--- config.mk ---
export PLATFORM = sky130hd
export DESIGN_NAME = irq_prio_ctrl
export DESIGN_NICKNAME = d
export VERILOG_FILES = /design/src/rtl/irq_pkg.sv /design/src/rtl/irq_flags.sv /design/src/rtl/irq_arbiter.sv /design/src/rtl/irq_svc_stack.sv /design/src/rtl/irq_prio_ctrl.sv
export SDC_FILE = /design/constraint.sdc
export NUM_CORES = 1
export LEC_CHECK = 0
export BUFFER_PORTS_ARGS = -buffer_cell sky130_fd_sc_hd__buf_2
export CORE_ASPECT_RATIO = 0.9
export CORE_UTILIZATION = 30
export DETAILED_ROUTE_END_ITERATION = 8
export PLACE_DENSITY = 0.56
export SLEW_MARGIN = 10
export SYNTH_ARGS = -nofsm -noshare
export SYNTH_HDL_FRONTEND = slang
export SYNTH_SLANG_ARGS = --single-unit
--- constraint.sdc ---
create_clock -name clk -period 6.9 [get_ports clk]
set_input_delay 0.345 -clock clk [delete_from_list [all_inputs] [get_ports clk]]
set_output_delay 0.345 -clock clk [all_outputs]
set_load 0.05 [all_outputs]
--- src/rtl/irq_pkg.sv ---
package irq_pkg;
    localparam int NSRC  = 8;
    localparam int NLVL  = 4;
    localparam int NFLAG = 10;
    localparam int NEXT  = 4;
    localparam int SRCW  = $clog2(NSRC);
    localparam int LVLW  = $clog2(NLVL);
    localparam int FLGW  = $clog2(NFLAG);
    localparam int VECW  = 8;
    localparam logic [2:0] VEC_LOW = 3'b011;

    typedef enum logic [3:0] {
        FL_IE0 = 4'd0, FL_TF0 = 4'd1, FL_IE1 = 4'd2, FL_TF1 = 4'd3,
        FL_RI  = 4'd4, FL_TI  = 4'd5, FL_TF2 = 4'd6, FL_EXF2 = 4'd7,
        FL_IE2 = 4'd8, FL_IE3 = 4'd9
    } flag_e;

    // source numbers (polling order)
    localparam logic [SRCW-1:0] S_INT0 = 3'd0;
    localparam logic [SRCW-1:0] S_T0   = 3'd1;
    localparam logic [SRCW-1:0] S_INT1 = 3'd2;
    localparam logic [SRCW-1:0] S_T1   = 3'd3;
    localparam logic [SRCW-1:0] S_SER  = 3'd4;
    localparam logic [SRCW-1:0] S_T2   = 3'd5;
    localparam logic [SRCW-1:0] S_INT2 = 3'd6;
    localparam logic [SRCW-1:0] S_INT3 = 3'd7;

    function automatic logic [FLGW-1:0] ext_flag(input int i);
        case (i)
            0:       return FL_IE0;
            1:       return FL_IE1;
            2:       return FL_IE2;
            default: return FL_IE3;
        endcase
    endfunction

    function automatic logic [SRCW-1:0] ext_src(input int i);
        case (i)
            0:       return S_INT0;
            1:       return S_INT1;
            2:       return S_INT2;
            default: return S_INT3;
        endcase
    endfunction
endpackage

--- src/rtl/irq_flags.sv ---
module irq_flags
    import irq_pkg::*;
(
    input  logic            clk,
    input  logic            rst_n,
    input  logic [NEXT-1:0] ext_pin_n,
    input  logic [NEXT-1:0] ext_edge,
    input  logic [1:0]      tmr_ovf,
    input  logic            ser_rx_evt,
    input  logic            ser_tx_evt,
    input  logic            t2_ovf_evt,
    input  logic            t2_ext_evt,
    input  logic            sw_we,
    input  logic [FLGW-1:0] sw_idx,
    input  logic            sw_val,
    input  logic            ack_fire,
    input  logic [SRCW-1:0] ack_src,
    output logic [NFLAG-1:0] flags,
    output logic [NSRC-1:0]  src_req
);
    typedef struct packed {
        logic [NFLAG-1:0] flag;
        logic [NEXT-1:0]  pin_prev;
    } fl_state_t;

    fl_state_t q, d;

    always_comb begin
        d = q;
        d.pin_prev = ext_pin_n;

        // clear on vectoring: edge-mode pins and timers 0/1 only
        if (ack_fire) begin
            if (ack_src == S_T0) d.flag[FL_TF0] = 1'b0;
            if (ack_src == S_T1) d.flag[FL_TF1] = 1'b0;
            for (int i = 0; i < NEXT; i++) begin
                if (ack_src == ext_src(i) && ext_edge[i])
                    d.flag[ext_flag(i)] = 1'b0;
            end
        end

        // hardware events
        for (int i = 0; i < NEXT; i++) begin
            if (ext_edge[i]) begin
                if (q.pin_prev[i] && !ext_pin_n[i])
                    d.flag[ext_flag(i)] = 1'b1;
            end else begin
                d.flag[ext_flag(i)] = !ext_pin_n[i];
            end
        end
        if (tmr_ovf[0]) d.flag[FL_TF0]  = 1'b1;
        if (tmr_ovf[1]) d.flag[FL_TF1]  = 1'b1;
        if (ser_rx_evt) d.flag[FL_RI]   = 1'b1;
        if (ser_tx_evt) d.flag[FL_TI]   = 1'b1;
        if (t2_ovf_evt) d.flag[FL_TF2]  = 1'b1;
        if (t2_ext_evt) d.flag[FL_EXF2] = 1'b1;

        // software write wins
        if (sw_we && sw_idx < FLGW'(NFLAG))
            d.flag[sw_idx] = sw_val;
    end

    always_ff @(posedge clk or negedge rst_n) begin
        if (!rst_n) begin
            q.flag     <= '0;
            q.pin_prev <= '1;
        end else begin
            q <= d;
        end
    end

    assign flags = q.flag;
    assign src_req[S_INT0] = q.flag[FL_IE0];
    assign src_req[S_T0]   = q.flag[FL_TF0];
    assign src_req[S_INT1] = q.flag[FL_IE1];
    assign src_req[S_T1]   = q.flag[FL_TF1];
    assign src_req[S_SER]  = q.flag[FL_RI] | q.flag[FL_TI];
    assign src_req[S_T2]   = q.flag[FL_TF2] | q.flag[FL_EXF2];
    assign src_req[S_INT2] = q.flag[FL_IE2];
    assign src_req[S_INT3] = q.flag[FL_IE3];


    t0_ack_clear_chk: assert property (@(posedge clk) disable iff (!rst_n)
        (ack_fire && ack_src == S_T0 && !tmr_ovf[0] && !sw_we) |=> !q.flag[FL_TF0]);


    ser_keep_chk: assert property (@(posedge clk) disable iff (!rst_n)
        (ack_fire && ack_src == S_SER && q.flag[FL_RI] && !sw_we) |=> q.flag[FL_RI]);


    int0_edge_chk: assert property (@(posedge clk) disable iff (!rst_n)
        (ext_edge[0] && q.pin_prev[0] && !ext_pin_n[0] && !sw_we) |=> q.flag[FL_IE0]);


    int1_level_chk: assert property (@(posedge clk) disable iff (!rst_n)
        (!ext_edge[1] && !sw_we) |=> (q.flag[FL_IE1] == !$past(ext_pin_n[1])));
endmodule

--- src/rtl/irq_arbiter.sv ---
module irq_arbiter
    import irq_pkg::*;
(
    input  logic [NSRC-1:0] src_req,
    input  logic [NSRC-1:0] src_en,
    input  logic            glob_en,
    input  logic [NSRC-1:0] pri_hi,
    input  logic [NSRC-1:0] pri_lo,
    input  logic            svc_any,
    input  logic [LVLW-1:0] svc_top,
    output logic            irq_req,
    output logic [SRCW-1:0] win_src,
    output logic [LVLW-1:0] win_lvl,
    output logic [VECW-1:0] vec
);
    logic [NSRC-1:0] pend;
    logic            found;

    assign pend = src_req & src_en & {NSRC{glob_en}};

    always_comb begin
        found   = 1'b0;
        win_src = '0;
        win_lvl = '0;
        for (int l = NLVL - 1; l >= 0; l--) begin
            for (int k = 0; k < NSRC; k++) begin
                if (!found && pend[k] && {pri_hi[k], pri_lo[k]} == LVLW'(l)) begin
                    found   = 1'b1;
                    win_src = SRCW'(k);
                    win_lvl = LVLW'(l);
                end
            end
        end
    end

    assign irq_req = found && (!svc_any || win_lvl > svc_top);
    assign vec     = {{(VECW-SRCW-3){1'b0}}, win_src, VEC_LOW};
endmodule

--- src/rtl/irq_svc_stack.sv ---
module irq_svc_stack
    import irq_pkg::*;
(
    input  logic            clk,
    input  logic            rst_n,
    input  logic            ack_fire,
    input  logic [LVLW-1:0] ack_lvl,
    input  logic            reti,
    output logic [NLVL-1:0] in_svc,
    output logic            svc_any,
    output logic [LVLW-1:0] svc_top
);
    typedef struct packed {
        logic [NLVL-1:0] isv;
    } sv_state_t;

    sv_state_t q, d;

    always_comb begin
        svc_top = '0;
        for (int l = 0; l < NLVL; l++)
            if (q.isv[l]) svc_top = LVLW'(l);
    end
    assign svc_any = |q.isv;

    always_comb begin
        d = q;
        if (reti && svc_any) d.isv[svc_top] = 1'b0;
        if (ack_fire)        d.isv[ack_lvl] = 1'b1;
    end

    always_ff @(posedge clk or negedge rst_n) begin
        if (!rst_n) q <= '0;
        else        q <= d;
    end

    assign in_svc = q.isv;


    ack_mark_chk: assert property (@(posedge clk) disable iff (!rst_n)
        ack_fire |=> q.isv[$past(ack_lvl)]);


    reti_pop_chk: assert property (@(posedge clk) disable iff (!rst_n)
        (reti && svc_any && !ack_fire) |=>
            ($countones(q.isv) + 1 == $countones($past(q.isv))));
endmodule

--- src/rtl/irq_prio_ctrl.sv ---
module irq_prio_ctrl
    import irq_pkg::*;
(
    input  logic             clk,
    input  logic             rst_n,
    input  logic [NEXT-1:0]  ext_pin_n,
    input  logic [NEXT-1:0]  ext_edge,
    input  logic [1:0]       tmr_ovf,
    input  logic             ser_rx_evt,
    input  logic             ser_tx_evt,
    input  logic             t2_ovf_evt,
    input  logic             t2_ext_evt,
    input  logic [NSRC-1:0]  src_en,
    input  logic             glob_en,
    input  logic [NSRC-1:0]  pri_hi,
    input  logic [NSRC-1:0]  pri_lo,
    input  logic             sw_we,
    input  logic [FLGW-1:0]  sw_idx,
    input  logic             sw_val,
    input  logic             ack,
    input  logic             reti,
    output logic             irq_req,
    output logic [VECW-1:0]  irq_vec,
    output logic [NLVL-1:0]  in_svc,
    output logic [NFLAG-1:0] flags
);
    logic [NSRC-1:0] src_req;
    logic [SRCW-1:0] win_src;
    logic [LVLW-1:0] win_lvl;
    logic            svc_any;
    logic [LVLW-1:0] svc_top;
    logic            ack_fire;

    assign ack_fire = ack & irq_req;

    irq_flags u_flags (
        .clk, .rst_n, .ext_pin_n, .ext_edge, .tmr_ovf,
        .ser_rx_evt, .ser_tx_evt, .t2_ovf_evt, .t2_ext_evt,
        .sw_we, .sw_idx, .sw_val,
        .ack_fire, .ack_src(win_src),
        .flags, .src_req
    );

    irq_arbiter u_arb (
        .src_req, .src_en, .glob_en, .pri_hi, .pri_lo,
        .svc_any, .svc_top,
        .irq_req, .win_src, .win_lvl, .vec(irq_vec)
    );

    irq_svc_stack u_svc (
        .clk, .rst_n, .ack_fire, .ack_lvl(win_lvl), .reti,
        .in_svc, .svc_any, .svc_top
    );


    vec_form_chk: assert property (@(posedge clk) disable iff (!rst_n)
        irq_req |-> (irq_vec[2:0] == VEC_LOW));


    no_preempt_chk: assert property (@(posedge clk) disable iff (!rst_n)
        irq_req |-> !in_svc[win_lvl]);
endmodule

==> run metrics, run 1 <==
number of buffers created by CTS 3; Placer Congestion 0.8873; critical path depth 11; PD cells 215.5 nW/um2; slew margin rel. 60.34%; setup slack, reg-to-reg 3.44 ns; post-DP HPWL 5163 um; leading area contributor after synthesis dfrtp_1; Cell Area, Synth 1936 um2; CTS H-tree depth 1; Leakage 0.9429 nW; first-pass GRT wire length 10090 um; post-CTS sizing 0; placed insts 383; GRT overflow 0; FF-to-FF path depth 12; main area contributors after synthesis dfrtp_1, buf_4, dfstp_2, o22ai_1, a211oi_1; Peak VDD IR 0.07873 mV; layout cells sized above 1 28.00%; vias per cell 5.731; top cell family by delay on the critical path compound AO/OA/AOI/OAI gates; asr flop ratio synth 100.0%; Max-Cap Viols 0; drt initial violations 207; vias in the first global route 2005; Port-buffer cells 66; Yosys cell types 54; Seq/Total Area, Yosys 23.53%; post-route cell area 2305 um2; crit path capture type primary output; Via Count 2218; placed inst area 2250 um2; Setup crit start u_flags.flags[5]; clock tree buffer depth 2; Fin Hold WS 0.009028 ns; Initial Util 31.31%; critical path class flip-flop to primary output; EDFF count, synth 0; number of post-CTS setup repair buffers 0; share of the synthesized area in the top cell type 18.10%; area delta synth->final 19.07%; worst slew pin tran 0.5931 ns; startpoint types flip-flop; Final setup viols 0; first drt pass iteration count 7; remaining antenna violation count after routing 0; outcome finished clean; worst r2r dst u_flags.flags[8]; Buf/Inv on CP 1; HP Class primary input to async pin; max incr delay on CP 0.52 ns; RSZ-0062 raised after global routing false; synthesized flop and latch total 18; Final period util 53.26%; CTS tree yes; Final Hold Fails 0; standard-cell rows 27; Core Region 6182 um2; Critical-path top delay cell or4_4; fin crit period 3.675 ns; CP cell instances o2111ai_1 > o22ai_2 > or4_4 > nor2_1 > a21oi_1 > ha_1 > o22ai_1 > nand2_1 > a31oi_1 > o21a_1 > buf_2; commonest cells after routing, fill and taps aside buf_2, nor2_1, o22ai_1; full die area 6778 um2; worst endpoint data arrival time 3.33 ns; Die X 86.67 um; clock-pin slew on the worst setup and hold paths 0.07 ns; critical path endpoint irq_req; crit path max fanout 5; hold_buf cts 0; DRC 0; IO Count 72; non-filler instance count after layout 387; clk_lat worst skew 0.26 ns; final wirelength 6283 um; Sum Neg Setup Slack 0 ns; Yosys warnings 0; largest net degree at the start of global routing 26; clock skew 0.003676 ns; Root Buffer clkbuf_8; Routed wire per std cell 16.24 um; final net count 351; FMAX 0.2721 GHz; clk sink count 18; cells after synthesis 246; die height 78.20 um; Fill cells 677; Slew Limit Fails 0; initial antenna violation count 0; Required @ worst endpoint 6.55 ns; reg2reg start u_flags.flags[5]; Antenna Diode Count 0; total track usage 18.90%; Syn Area/Cell 7.868 um2; commonest non-fill, non-tap cell in the layout buf_2; Post-synth top flop dfrtp_1
[through the flow]
step                util [%]  power (mW)  worst slack [ns]
floorplan                  -      0.3411             3.847
global placement       36.39      0.4058             3.563
detailed placement     36.39      0.4069             3.474
CTS                    37.28      0.4975             3.255
global route           37.28      0.5271             2.973
finish                 37.28      0.4967             3.225
[registers in the layout (all words and copies together), names as in the netlist]
signal         cells
u_flags.flags     10
u_flags.q          4
u_svc.in_svc       4
[metal layers]
layer	share of wire (%)	routed length, um	vias up	global-route usage [%]
li1	-	-	1073	-
met1	47	2959	1020	27.26
met2	42	2651	115	28.17
met3	9.4	590	10	5.047
met4	1.3	82	0	3.500
met5	0	0	-	0
[cells in the mapped netlist (4+ instances only)]
| library cell | number |
|---|---|
| and4b_1 | 4 |
| dfstp_2 | 4 |
| a211oi_1 | 10 |
| nor2b_1 | 5 |
| nand4b_1 | 5 |
| a31oi_1 | 5 |
| dfrtp_1 | 14 |
| nor2_1 | 19 |
| nand2_1 | 12 |
| nor4_1 | 6 |
| o211ai_1 | 6 |
| nand4_1 | 7 |
| o31ai_1 | 6 |
| a22oi_1 | 4 |
| buf_4 | 15 |
| o32ai_1 | 6 |
| nor3_1 | 11 |
| a21oi_1 | 15 |
| o21ai_0 | 5 |
| nand2b_1 | 4 |
| inv_1 | 15 |
| and4_1 | 4 |
| o22ai_1 | 16 |
[report_power, final]
part | total (mW) | internal [mW] | switching (mW)
clock | 0.0900 | 0.0508 | 0.0392
combinational | 0.265 | 0.0803 | 0.185
sequential | 0.141 | 0.122 | 0.0195
total | 0.497 | 0.253 | 0.244
[how the worst min path moves through the flow]
| stage | start | end | slack [ns] | cells after the start |
|---|---|---|---|---|
| 5_1_grt | rst_n | u_svc.in_svc[3] | 0.04 | 1 |
| 6_report | rst_n | u_svc.in_svc[3] | 0.009 | 1 |
| 4_1_cts | rst_n | u_flags.flags[8] | 0.02 | 1 |
| 3_5_place_dp | rst_n | u_svc.in_svc[0] | 0.31 | 1 |
| 3_3_place_gp | rst_n | u_svc.in_svc[0] | 0.30 | 1 |
| 2_1_floorplan | rst_n | u_flags.flags[0] | 0.05 | 0 |
[worst reg2reg max path, delay by kind of cell, from the launching register on]
family                     cells  cell delay [ns]
and+or+nand+nor                3             0.85
AOI/OAI and AO/OA              8             1.72
adders and majority gates      1             0.30
DFF                            1             0.43
[area by class of cell]
type | instances | area, um2 | share of cell area, %
repair buffers | 66 | 330.3 | 14.33
clock buffers | 4 | 55.05 | 2.389
multi-input cells | 197 | 1299 | 56.35
well taps | 87 | 108.9 | 4.723
flip-flops and latches | 18 | 455.4 | 19.76
inverters | 15 | 56.30 | 2.443
[cell families (layout without fill, tap and decap cells)]
group	Yosys count	after routing	share of synthesized area (%)
AOI/OAI and AO/OA	95	95	35.10
and+or+nand+nor	96	96	30.38
adders and majority gates	1	1	0.6463
DFF	18	18	23.53
buffers and inverters	34	85	9.955
other	2	5	0.3880
No activity file was read; power rests on OpenSTA's default activity.
==> run 2: changes to the inputs <==
==> constraint.sdc (replaced) <==
create_clock -name clk -period 3.65 [get_ports clk]
set_input_delay 0.1825 -clock clk [delete_from_list [all_inputs] [get_ports clk]]
set_output_delay 0.1825 -clock clk [all_outputs]
set_load 0.05 [all_outputs]
==> run 2 against run 1 <==
  * Global-route usage fell by 0.65 points
  * First-iteration DRC count fell by 51%
  * Sequential share of layout area shrank 0.15 points
  * Largest cell class unchanged
==> run metrics, run 2 (synthesized netlist as in run 1, its figures left out) <==
Required @ worst endpoint 3.47 ns (-3.08 ns); Initial Util 31.31% (unchanged); HP Class primary input to flip-flop; layout cells sized above 1 28.15% (+0.15 points); reg2reg start u_flags.flags[7]; number of post-CTS setup repair buffers 0 (unchanged); worst r2r dst u_flags.flags[9]; worst slew pin tran 0.5997 ns (+0.006567 ns); crit path capture type primary output; Root Buffer clkbuf_8; total track usage 18.25% (-0.65 points); Port-buffer cells 66 (unchanged); Final WS setup 0.3615 ns (-2.863 ns); post-DP HPWL 5164 um (about the same); GRT overflow 0 (unchanged); IO Count 72 (unchanged); outcome finished clean; Leakage 0.9519 nW (+0.96%); CP cell instances o2111ai_2 > a2bb2oi_1 > nand4_2 > nor2_1 > a21oi_1 > ha_1 > o22ai_1 > nand2_1 > a31oi_1 > o21a_1 > buf_2; first drt pass iteration count 4 (-3); startpoint types flip-flop; largest net degree at the start of global routing 26 (unchanged); commonest cells after routing, fill and taps aside buf_2, nor2_1, o22ai_1; Buf/Inv on CP 1 (unchanged); Max-Cap Viols 0 (unchanged); Slew Limit Fails 0 (unchanged); placed insts 384 (+0.26%); first-pass GRT wire length 9715 um (-3.8%); Critical-path top delay cell dfrtp_1; Peak VDD IR 0.1562 mV (+98%); GR met1 Demand/Resource 26.79% (-0.47 points); most crowded layer after global routing met2; Placer Congestion 0.9035 (+1.8%); pre-CTS setup slack 0.4839 ns (-2.990 ns); max incr delay on CP 0.42 ns (-0.10 ns); Hold Startpoint ext_pin_n[0]; Die X 86.67 um (unchanged); top cell family by delay on the critical path compound AO/OA/AOI/OAI gates; fin crit period 3.288 ns; slew margin rel. 59.60% (-0.74 points); worst endpoint data arrival time 3.11 ns (-0.22 ns); CTS tree yes; area delta synth->final 19.97%; clk_lat worst skew 0.26 ns (about the same); setup slack, reg-to-reg 0.41 ns (-3.03 ns); Final period util 90.09%; die height 78.20 um (unchanged); final core utilization 37.56% (+0.28 points); clk sink count 18 (unchanged); vias per cell 5.650 (-1.4%); RSZ-0062 raised after global routing false; Final setup viols 0 (unchanged); FF-to-FF path depth 11 (-1); Core Region 6182 um2 (unchanged); met3 usage 3.365% (-1.7 points); standard-cell rows 27 (unchanged); post-CTS sizing 0 (unchanged); DRC 0 (unchanged); crit path max fanout 8 (+3); final net count 353 (+0.57%); PD cells 407.5 nW/um2 (+89%); Hold EP u_flags.q[0]; number of buffers created by CTS 3 (unchanged); Antenna Diode Count 0 (unchanged); clock-pin slew on the worst setup and hold paths 0.07 ns (about the same); clock skew 0.002703 ns (-0.0009726 ns); critical path class flip-flop to primary output; final wirelength 6202 um (-1.3%); Sum Neg Setup Slack 0 ns (unchanged); clock tree buffer depth 2 (unchanged); commonest non-fill, non-tap cell in the layout buf_2; non-filler instance count after layout 389 (+0.52%); Via Count 2198 (-0.90%); CTS H-tree depth 1 (unchanged); initial antenna violation count 0 (unchanged); drt initial violations 101 (-51%); max FFs per register 10 (unchanged); Routed wire per std cell 15.94 um (-1.8%); remaining antenna violation count after routing 0 (unchanged); total power 946.2 uW (+90%); full die area 6778 um2 (unchanged); Final Hold Fails 0 (unchanged); GRT met2 Usage 27.14% (-1.0 points); vias in the first global route 1974 (-1.5%); FMAX 0.3041 GHz; WHS Path Cells 1
run 2: cell types whose count changed in the layout (fill, tap and decap cells not counted), sizes merged:
cell	delta
buf	+1
dlygate4sd3	+1
run 2: where the power goes:
part | switching (mW) | internal (mW) | total, mW | leakage [nW]
registers | 0.0375 | 0.230 | 0.268 | 0.194
logic | 0.351 | 0.155 | 0.506 | 0.729
clock network | 0.0758 | 0.0962 | 0.172 | 0.0288
run 2: per-stage QoR:
| step | cell area, um2 | hold slack [ns] |
|---|---|---|
| finish | 2322 | 0.02066 |
| global route | 2322 | 0.01367 |
| floorplan | 1947 | -0.1131 |
| detailed placement | 2257 | 0.1461 |
| global placement | 2257 | 0.1435 |
| CTS | 2322 | 0.01783 |
run 2: worst max-delay path by stage:
stage	start	end	slack, ns	cells after the start
after global routing	u_flags.flags[5]	u_flags.flags[8]	0.17	11
after floorplan	u_flags.flags[5]	u_flags.flags[0]	0.69	11
after CTS	u_flags.flags[7]	irq_req	0.40	11
final	u_flags.flags[7]	irq_req	0.36	11
after global placement	u_flags.flags[5]	u_flags.flags[1]	0.62	11
after detailed placement	u_flags.flags[7]	u_flags.flags[9]	0.48	11
run 2: what timing repair did:
action,4_1_cts,5_1_grt
setup endpoints to repair,0,0
hold buffers,1,0
endpoints found under the hold margin,14,0
run 2: routing by layer:
metal / vias to the layer above / share of wire, % / wire length (um)
met4: 0 / 1.6 / 99
met3: 8 / 6.7 / 417
met5: - / 0 / 0
li1: 1084 / - / -
met2: 90 / 41 / 2568
met1: 1016 / 50 / 3116
run 2: area by class of cell:
class	count	area (um2)
multi-input combinational	197	1299
timing repair buffer	68	347.8
inverter	15	56.30
tap	87	108.9
fill	660	3860
sequential	18	455.4
clock buffer	4	55.05
